==> src/rtl/tri_pwm_pkg.sv <==
package tri_pwm_pkg;
  localparam int unsigned REG_W       = 16;
  localparam int unsigned DT_W        = 8;
  localparam int unsigned SRC_N       = 3;
  localparam int unsigned TICKS_PER_US = 10;

  localparam logic [7:0] A_PER_HI  = 8'h9B;
  localparam logic [7:0] A_PER_LO  = 8'h9C;
  localparam logic [7:0] A_DUTY_HI = 8'h9D;
  localparam logic [7:0] A_DUTY_LO = 8'h9E;
  localparam logic [7:0] A_DEAD    = 8'h9F;
  localparam logic [7:0] A_PH_HI   = 8'hA2;
  localparam logic [7:0] A_PH_LO   = 8'hA3;

  // register value -> ticks, minimum 2
  function automatic logic [DT_W:0] dt_ticks(input logic [DT_W-1:0] v);
    logic [DT_W:0] r;
    r = {1'b0, v} + {{DT_W{1'b0}}, 1'b1};
    if (r < (DT_W+1)'(2)) r = (DT_W+1)'(2);
    return r;
  endfunction
endpackage

==> src/rtl/tri_pwm_regs.sv <==
module tri_pwm_regs
  import tri_pwm_pkg::*;
(
  input  logic             clk_i,
  input  logic             rst_ni,
  input  logic             we_i,
  input  logic [7:0]       addr_i,
  input  logic [7:0]       wdata_i,
  input  logic             reload_i,
  output logic [REG_W-1:0] per_o,
  output logic [REG_W-1:0] duty_o,
  output logic [REG_W-1:0] ph_o,
  output logic [DT_W-1:0]  dt_o
);
  logic [REG_W-1:0] per_s, duty_s, ph_s;
  logic [REG_W-1:0] per_q, duty_q, ph_q;
  logic [DT_W-1:0]  dt_q;

  always_ff @(posedge clk_i or negedge rst_ni) begin
    if (!rst_ni) begin
      per_s  <= '0;
      duty_s <= '0;
      ph_s   <= '0;
      dt_q   <= '0;
    end else if (we_i) begin
      unique case (addr_i)
        A_PER_HI:  per_s[15:8]  <= wdata_i;
        A_PER_LO:  per_s[7:0]   <= wdata_i;
        A_DUTY_HI: duty_s[15:8] <= wdata_i;
        A_DUTY_LO: duty_s[7:0]  <= wdata_i;
        A_DEAD:    dt_q         <= wdata_i;
        A_PH_HI:   ph_s[15:8]   <= wdata_i;
        A_PH_LO:   ph_s[7:0]    <= wdata_i;
        default: ;
      endcase
    end
  end

  // active copies move only at a period boundary or while idle
  always_ff @(posedge clk_i or negedge rst_ni) begin
    if (!rst_ni) begin
      per_q  <= '0;
      duty_q <= '0;
      ph_q   <= '0;
    end else if (reload_i) begin
      per_q  <= per_s;
      duty_q <= duty_s;
      ph_q   <= ph_s;
    end
  end

  assign per_o  = per_q;
  assign duty_o = duty_q;
  assign ph_o   = ph_q;
  assign dt_o   = dt_q;


  active_hold_chk: assert property (@(posedge clk_i) disable iff (!rst_ni)
    !reload_i |=> ($stable(per_q) && $stable(duty_q) && $stable(ph_q)));
endmodule

==> src/rtl/tri_pwm_chan.sv <==
module tri_pwm_chan #(
  parameter int unsigned CNT_W = 16,
  parameter int unsigned DLY_W = 20,
  parameter int unsigned DT_W  = 8
) (
  input  logic             clk_i,
  input  logic             rst_ni,
  input  logic             en_i,
  input  logic             tick_i,
  input  logic             req_i,
  input  logic [DLY_W-1:0] off_i,
  input  logic [CNT_W-1:0] per_m1_i,
  input  logic [CNT_W-1:0] duty_i,
  input  logic [DT_W:0]    dt_i,
  output logic             evt_o,
  output logic             run_o,
  output logic             wrap_o,
  output logic             hi_o,
  output logic             lo_o
);
  logic             started_q, raw_q;
  logic [CNT_W-1:0] cnt_q, cnt_n;
  logic [DLY_W-1:0] dly_q;
  logic [DT_W:0]    dtc_q;
  logic             waiting, raw_n, dt_ok;

  assign waiting = en_i & tick_i & req_i & ~started_q;
  assign evt_o   = waiting & (dly_q >= off_i);
  assign wrap_o  = en_i & tick_i & started_q & (cnt_q >= per_m1_i);

  always_comb begin
    if (evt_o || cnt_q >= per_m1_i) cnt_n = '0;
    else                            cnt_n = cnt_q + 1'b1;
  end
  assign raw_n = cnt_n < duty_i;

  always_ff @(posedge clk_i or negedge rst_ni) begin
    if (!rst_ni) begin
      started_q <= 1'b0;
      raw_q     <= 1'b0;
      cnt_q     <= '0;
      dly_q     <= '0;
      dtc_q     <= '1;
    end else if (!en_i) begin
      started_q <= 1'b0;
      raw_q     <= 1'b0;
      cnt_q     <= '0;
      dly_q     <= '0;
      dtc_q     <= '1;
    end else begin
      if (waiting && !evt_o) dly_q <= dly_q + 1'b1;
      if (tick_i && (started_q || evt_o)) begin
        started_q <= 1'b1;
        cnt_q     <= cnt_n;
        raw_q     <= raw_n;
        // start-up is not an edge: deadtime counter stays saturated
        if (started_q && (raw_n != raw_q)) dtc_q <= '0;
        else if (dtc_q < dt_i)             dtc_q <= dtc_q + 1'b1;
      end
    end
  end

  assign dt_ok = dtc_q >= dt_i;
  assign hi_o  = raw_q & dt_ok;
  assign lo_o  = started_q & ~raw_q & dt_ok;
  assign run_o = started_q;


  idle_low_chk: assert property (@(posedge clk_i) disable iff (!rst_ni)
    !en_i |=> (!hi_o && !lo_o));


  no_tick_hold_chk: assert property (@(posedge clk_i) disable iff (!rst_ni)
    (en_i && !tick_i) |=> ($stable(cnt_q) && $stable(started_q) && $stable(hi_o) && $stable(lo_o)));
endmodule

==> src/rtl/tri_pwm_dt.sv <==
module tri_pwm_dt
  import tri_pwm_pkg::*;
#(
  parameter int unsigned NUM_SRC = SRC_N
) (
  input  logic                 clk_i,
  input  logic                 rst_ni,
  input  logic                 tick_i,
  input  logic                 sfr_we_i,
  input  logic [7:0]           sfr_addr_i,
  input  logic [7:0]           sfr_wdata_i,
  input  logic                 en_i,
  output logic [2*NUM_SRC-1:0] pwm_o
);
  localparam int unsigned DLY_W = REG_W + 4;

  logic [REG_W-1:0] per, duty, ph, per_m1;
  logic [DT_W-1:0]  dt_reg;
  logic [DT_W:0]    dt;
  logic [DLY_W-1:0] off_w;
  logic             reload;

  logic [NUM_SRC-1:0]            req, evt, run, wrap, hi, lo;
  logic [NUM_SRC-1:0][DLY_W-1:0] off;

  tri_pwm_regs i_regs (
    .clk_i    (clk_i),
    .rst_ni   (rst_ni),
    .we_i     (sfr_we_i),
    .addr_i   (sfr_addr_i),
    .wdata_i  (sfr_wdata_i),
    .reload_i (reload),
    .per_o    (per),
    .duty_o   (duty),
    .ph_o     (ph),
    .dt_o     (dt_reg)
  );

  assign reload = ~en_i | wrap[0];
  assign per_m1 = (per == '0) ? '0 : per - 1'b1;
  assign dt     = dt_ticks(dt_reg);
  // microseconds -> ticks: x8 + x2
  assign off_w  = (DLY_W'(ph) << 3) + (DLY_W'(ph) << 1);

  for (genvar k = 0; k < NUM_SRC; k++) begin : g_src
    if (k == 0) begin : g_first
      assign req[k] = en_i;
      assign off[k] = '0;
    end else begin : g_next
      assign req[k] = run[k-1] | evt[k-1];
      assign off[k] = off_w;


      src_order_chk: assert property (@(posedge clk_i) disable iff (!rst_ni)
        run[k] |-> run[k-1]);
    end

    tri_pwm_chan #(
      .CNT_W (REG_W),
      .DLY_W (DLY_W),
      .DT_W  (DT_W)
    ) i_chan (
      .clk_i    (clk_i),
      .rst_ni   (rst_ni),
      .en_i     (en_i),
      .tick_i   (tick_i),
      .req_i    (req[k]),
      .off_i    (off[k]),
      .per_m1_i (per_m1),
      .duty_i   (duty),
      .dt_i     (dt),
      .evt_o    (evt[k]),
      .run_o    (run[k]),
      .wrap_o   (wrap[k]),
      .hi_o     (hi[k]),
      .lo_o     (lo[k])
    );

    assign pwm_o[2*k]   = hi[k];
    assign pwm_o[2*k+1] = lo[k];
  end
endmodule

==> config.mk <==
export PLATFORM = sky130hd
export DESIGN_NAME = tri_pwm_dt
export DESIGN_NICKNAME = d
export VERILOG_FILES = /design/src/rtl/tri_pwm_pkg.sv /design/src/rtl/tri_pwm_regs.sv /design/src/rtl/tri_pwm_chan.sv /design/src/rtl/tri_pwm_dt.sv
export SDC_FILE = /design/constraint.sdc
export NUM_CORES = 1
export LEC_CHECK = 0
export ABC_AREA = 1
export ABC_CLOCK_PERIOD_IN_PS = 14300
export BUFFER_PORTS_ARGS = -buffer_cell sky130_fd_sc_hd__buf_2
export CAP_MARGIN = 30
export CELL_PAD_IN_SITES_DETAIL_PLACEMENT = 1
export CELL_PAD_IN_SITES_GLOBAL_PLACEMENT = 1
export CORE_MARGIN = 4
export CORE_UTILIZATION = 35
export CTS_CLUSTER_DIAMETER = 40
export DETAILED_ROUTE_END_ITERATION = 8
export GPL_ROUTABILITY_DRIVEN = 0
export PLACE_DENSITY = 0.67
export REMOVE_ABC_BUFFERS = 1
export SLEW_MARGIN = 20
export SYNTH_ARGS = -nofsm -noshare
export SYNTH_HDL_FRONTEND = slang
export SYNTH_HIERARCHICAL = 1
export SYNTH_SLANG_ARGS = --single-unit
==> constraint.sdc <==
create_clock -name clk_i -period 14.3 [get_ports clk_i]
set_clock_uncertainty 0.1 [all_clocks]
set_input_delay 2.86 -clock clk_i [delete_from_list [all_inputs] [get_ports clk_i]]
set_output_delay 2.86 -clock clk_i [all_outputs]
set_load 0.01 [all_outputs]
==> flow_summary.json <==
{
  "status": "complete, no violations",
  "worstMarginPinSlew_ns": 1.02,
  "drive_gt1_share_pct": 14.5,
  "vias": 16509,
  "rows": 84,
  "crit_arrival_ns": 7.99,
  "peakVddDrop_mv": 0.0891,
  "track_usage_pct": 19.6,
  "drcViolationCount": 0,
  "first_global_vias": 17677,
  "hold_slack_ns": 0.365,
  "ant_nets": 0,
  "post_cts_buffers": 0,
  "end_kind": "flop",
  "path_class": "primary input to flop",
  "critPathRequiredTime_ns": 14.75,
  "port_buffers": 26,
  "die_area_um2": 57700,
  "path_clk_slew_ns": 0.05,
  "synth_cells": 2503,
  "placed_area_um2": 19800,
  "mostFrequentLayoutCells": "nand2_1, inv_1, dfrtp_1",
  "setup_tns_ns": 0,
  "detail_route.wl_per_cell_um": 16.7,
  "finalHoldViolCount": 0,
  "avgSynthCellArea_um2": 7.55,
  "rsz0062_at_grt": "false",
  "place_inst": 3211,
  "grt-ovfl-total": 0,
  "leakage_nw": 11.4,
  "core-area_um2": 53000,
  "p_total_w": 0.00296,
  "power.density_nw_per_um2": 136,
  "crit_path_max_fanout": 27,
  "routed_wl_um": 55500,
  "io_pins": 27,
  "clockBufferDepth": 3,
  "grt_pass1_wl_um": 91700,
  "dpl.hpwl_um": 41500,
  "hp-class": "flop to flop",
  "numCtsBuffers": 57,
  "initial_core_util_pct": 35.7,
  "ctsHtreeMaxLevel": 2,
  "drv_cap": 0,
  "syn_to_final_growth_pct": 15.8,
  "fin_nets": 2809,
  "max_freq_mhz": 133,
  "crit_path_top_delay_cell": "nor2_1",
  "cts_tree": "built",
  "cp_common_cell": "nand2_1",
  "worstSkewPairLatency_ns": 0.62,
  "grt.busiest_layer": "met2",
  "clock-sinks": 245,
  "ff2ff_setup_slack_ns": 7.23,
  "cts_resized": 0,
  "drt-pass1-iter-count": 5,
  "min_period_over_period_pct": 52.7,
  "antenna_found_initial": 1,
  "grt_util_met2_pct": 34.9,
  "yosys_warnings": 6,
  "cts_root_buffer": "clkbuf_16",
  "relSlewSlack_pct": 31.4,
  "grtUsageMet3_pct": 2.65,
  "routed_via_density": 4.97,
  "slew_violations": 0,
  "post-route-cell-area_um2": 21900,
  "final_cells": 3319,
  "finalSetupViolations": 0,
  "drt_iter0_markers": 688,
  "fin_crit_ns": 7.53,
  "critPathMaxStageDelay_ns": 0.47,
  "hold_buffers": 0,
  "final_common_cell": "nand2_1",
  "grt_max_degree": 149,
  "cp-start-kind": "primary input",
  "die_h_um": 240,
  "synth_area_um2": 18900,
  "met1_usage_pct": 24.3,
  "antennaDiodeCount": 0,
  "fp.dieW_um": 240
}
[area by class of cell]
class,count,area [um2]
clock buffers,64,1500
fillers,6588,31100
clock inverters,44,556
well taps,688,861
flip-flops and latches,245,6160
multi-input cells,1796,10900
repair buffers,32,204
inverters,450,1690
[final timing paths]
check | cells after the start | end | from
min in group asynchronous | 1 | i_regs/per_o[12]$_DFFE_PN0P_ | rst_ni
worst max register to register | 37 | g_src[2].i_chan/dtc_q[3]$_DFFE_PN1P_ | i_regs/ph_o[0]$_DFFE_PN0P_
worst max-delay path | 29 | g_src[2].i_chan/dtc_q[3]$_DFFE_PN1P_ | en_i
max in group asynchronous | 2 | g_src[1].i_chan/dly_q[5]$_DFFE_PN0P_ | rst_ni
worst min register to register | 2 | i_regs/duty_s[14]$_DFFE_PN0P_ | i_regs/duty_s[14]$_DFFE_PN0P_
worst min-delay path | 2 | i_regs/duty_s[14]$_DFFE_PN0P_ | i_regs/duty_s[14]$_DFFE_PN0P_
[routing by layer]
layer,vias up,share of wire [%]
li1,8191,-
met1,8049,44
met2,168,50
met3,101,2.7
met4,0,3.4
met5,-,0
[report_power, final]
part	leakage (nW)	total [W]	switching, W	internal [W]
sequential	3.31	0.000868	0.0000870	0.000781
combinational	7.05	0.000705	0.000454	0.000251
clock	0.987	0.00139	0.000466	0.000926
[state kept, by name (all words and copies together), names as in the netlist]
register / flops
g_src.i_chan/cnt_q: 48
g_src.i_chan/dly_q: 60
g_src.i_chan/dtc_q: 27
g_src.i_chan/raw_q: 3
g_src.i_chan/run_o: 3
i_regs/dt_o: 8
i_regs/duty_o: 16
i_regs/duty_s: 16
i_regs/per_o: 16
i_regs/per_s: 16
i_regs/ph_o: 16
i_regs/ph_s: 16
[metrics by stage]
step | util (%) | worst slack (ns)
final | 41.3 | 6.77
after global routing | 41.3 | 6.24
after CTS | 41.3 | 6.84
after detailed placement | 37.4 | 6.19
after global placement | 37.4 | 6.44
after floorplan | - | 7.66
[critical path: cells and delay by family]
kind / cells / cell delay (ns)
buffers and inverters: 5 / 0.89
adders and majority gates: 1 / 0.30
and+or+nand+nor: 20 / 3.09
AOI/OAI and AO/OA: 3 / 0.80
(Power assumes the default switching activity.)
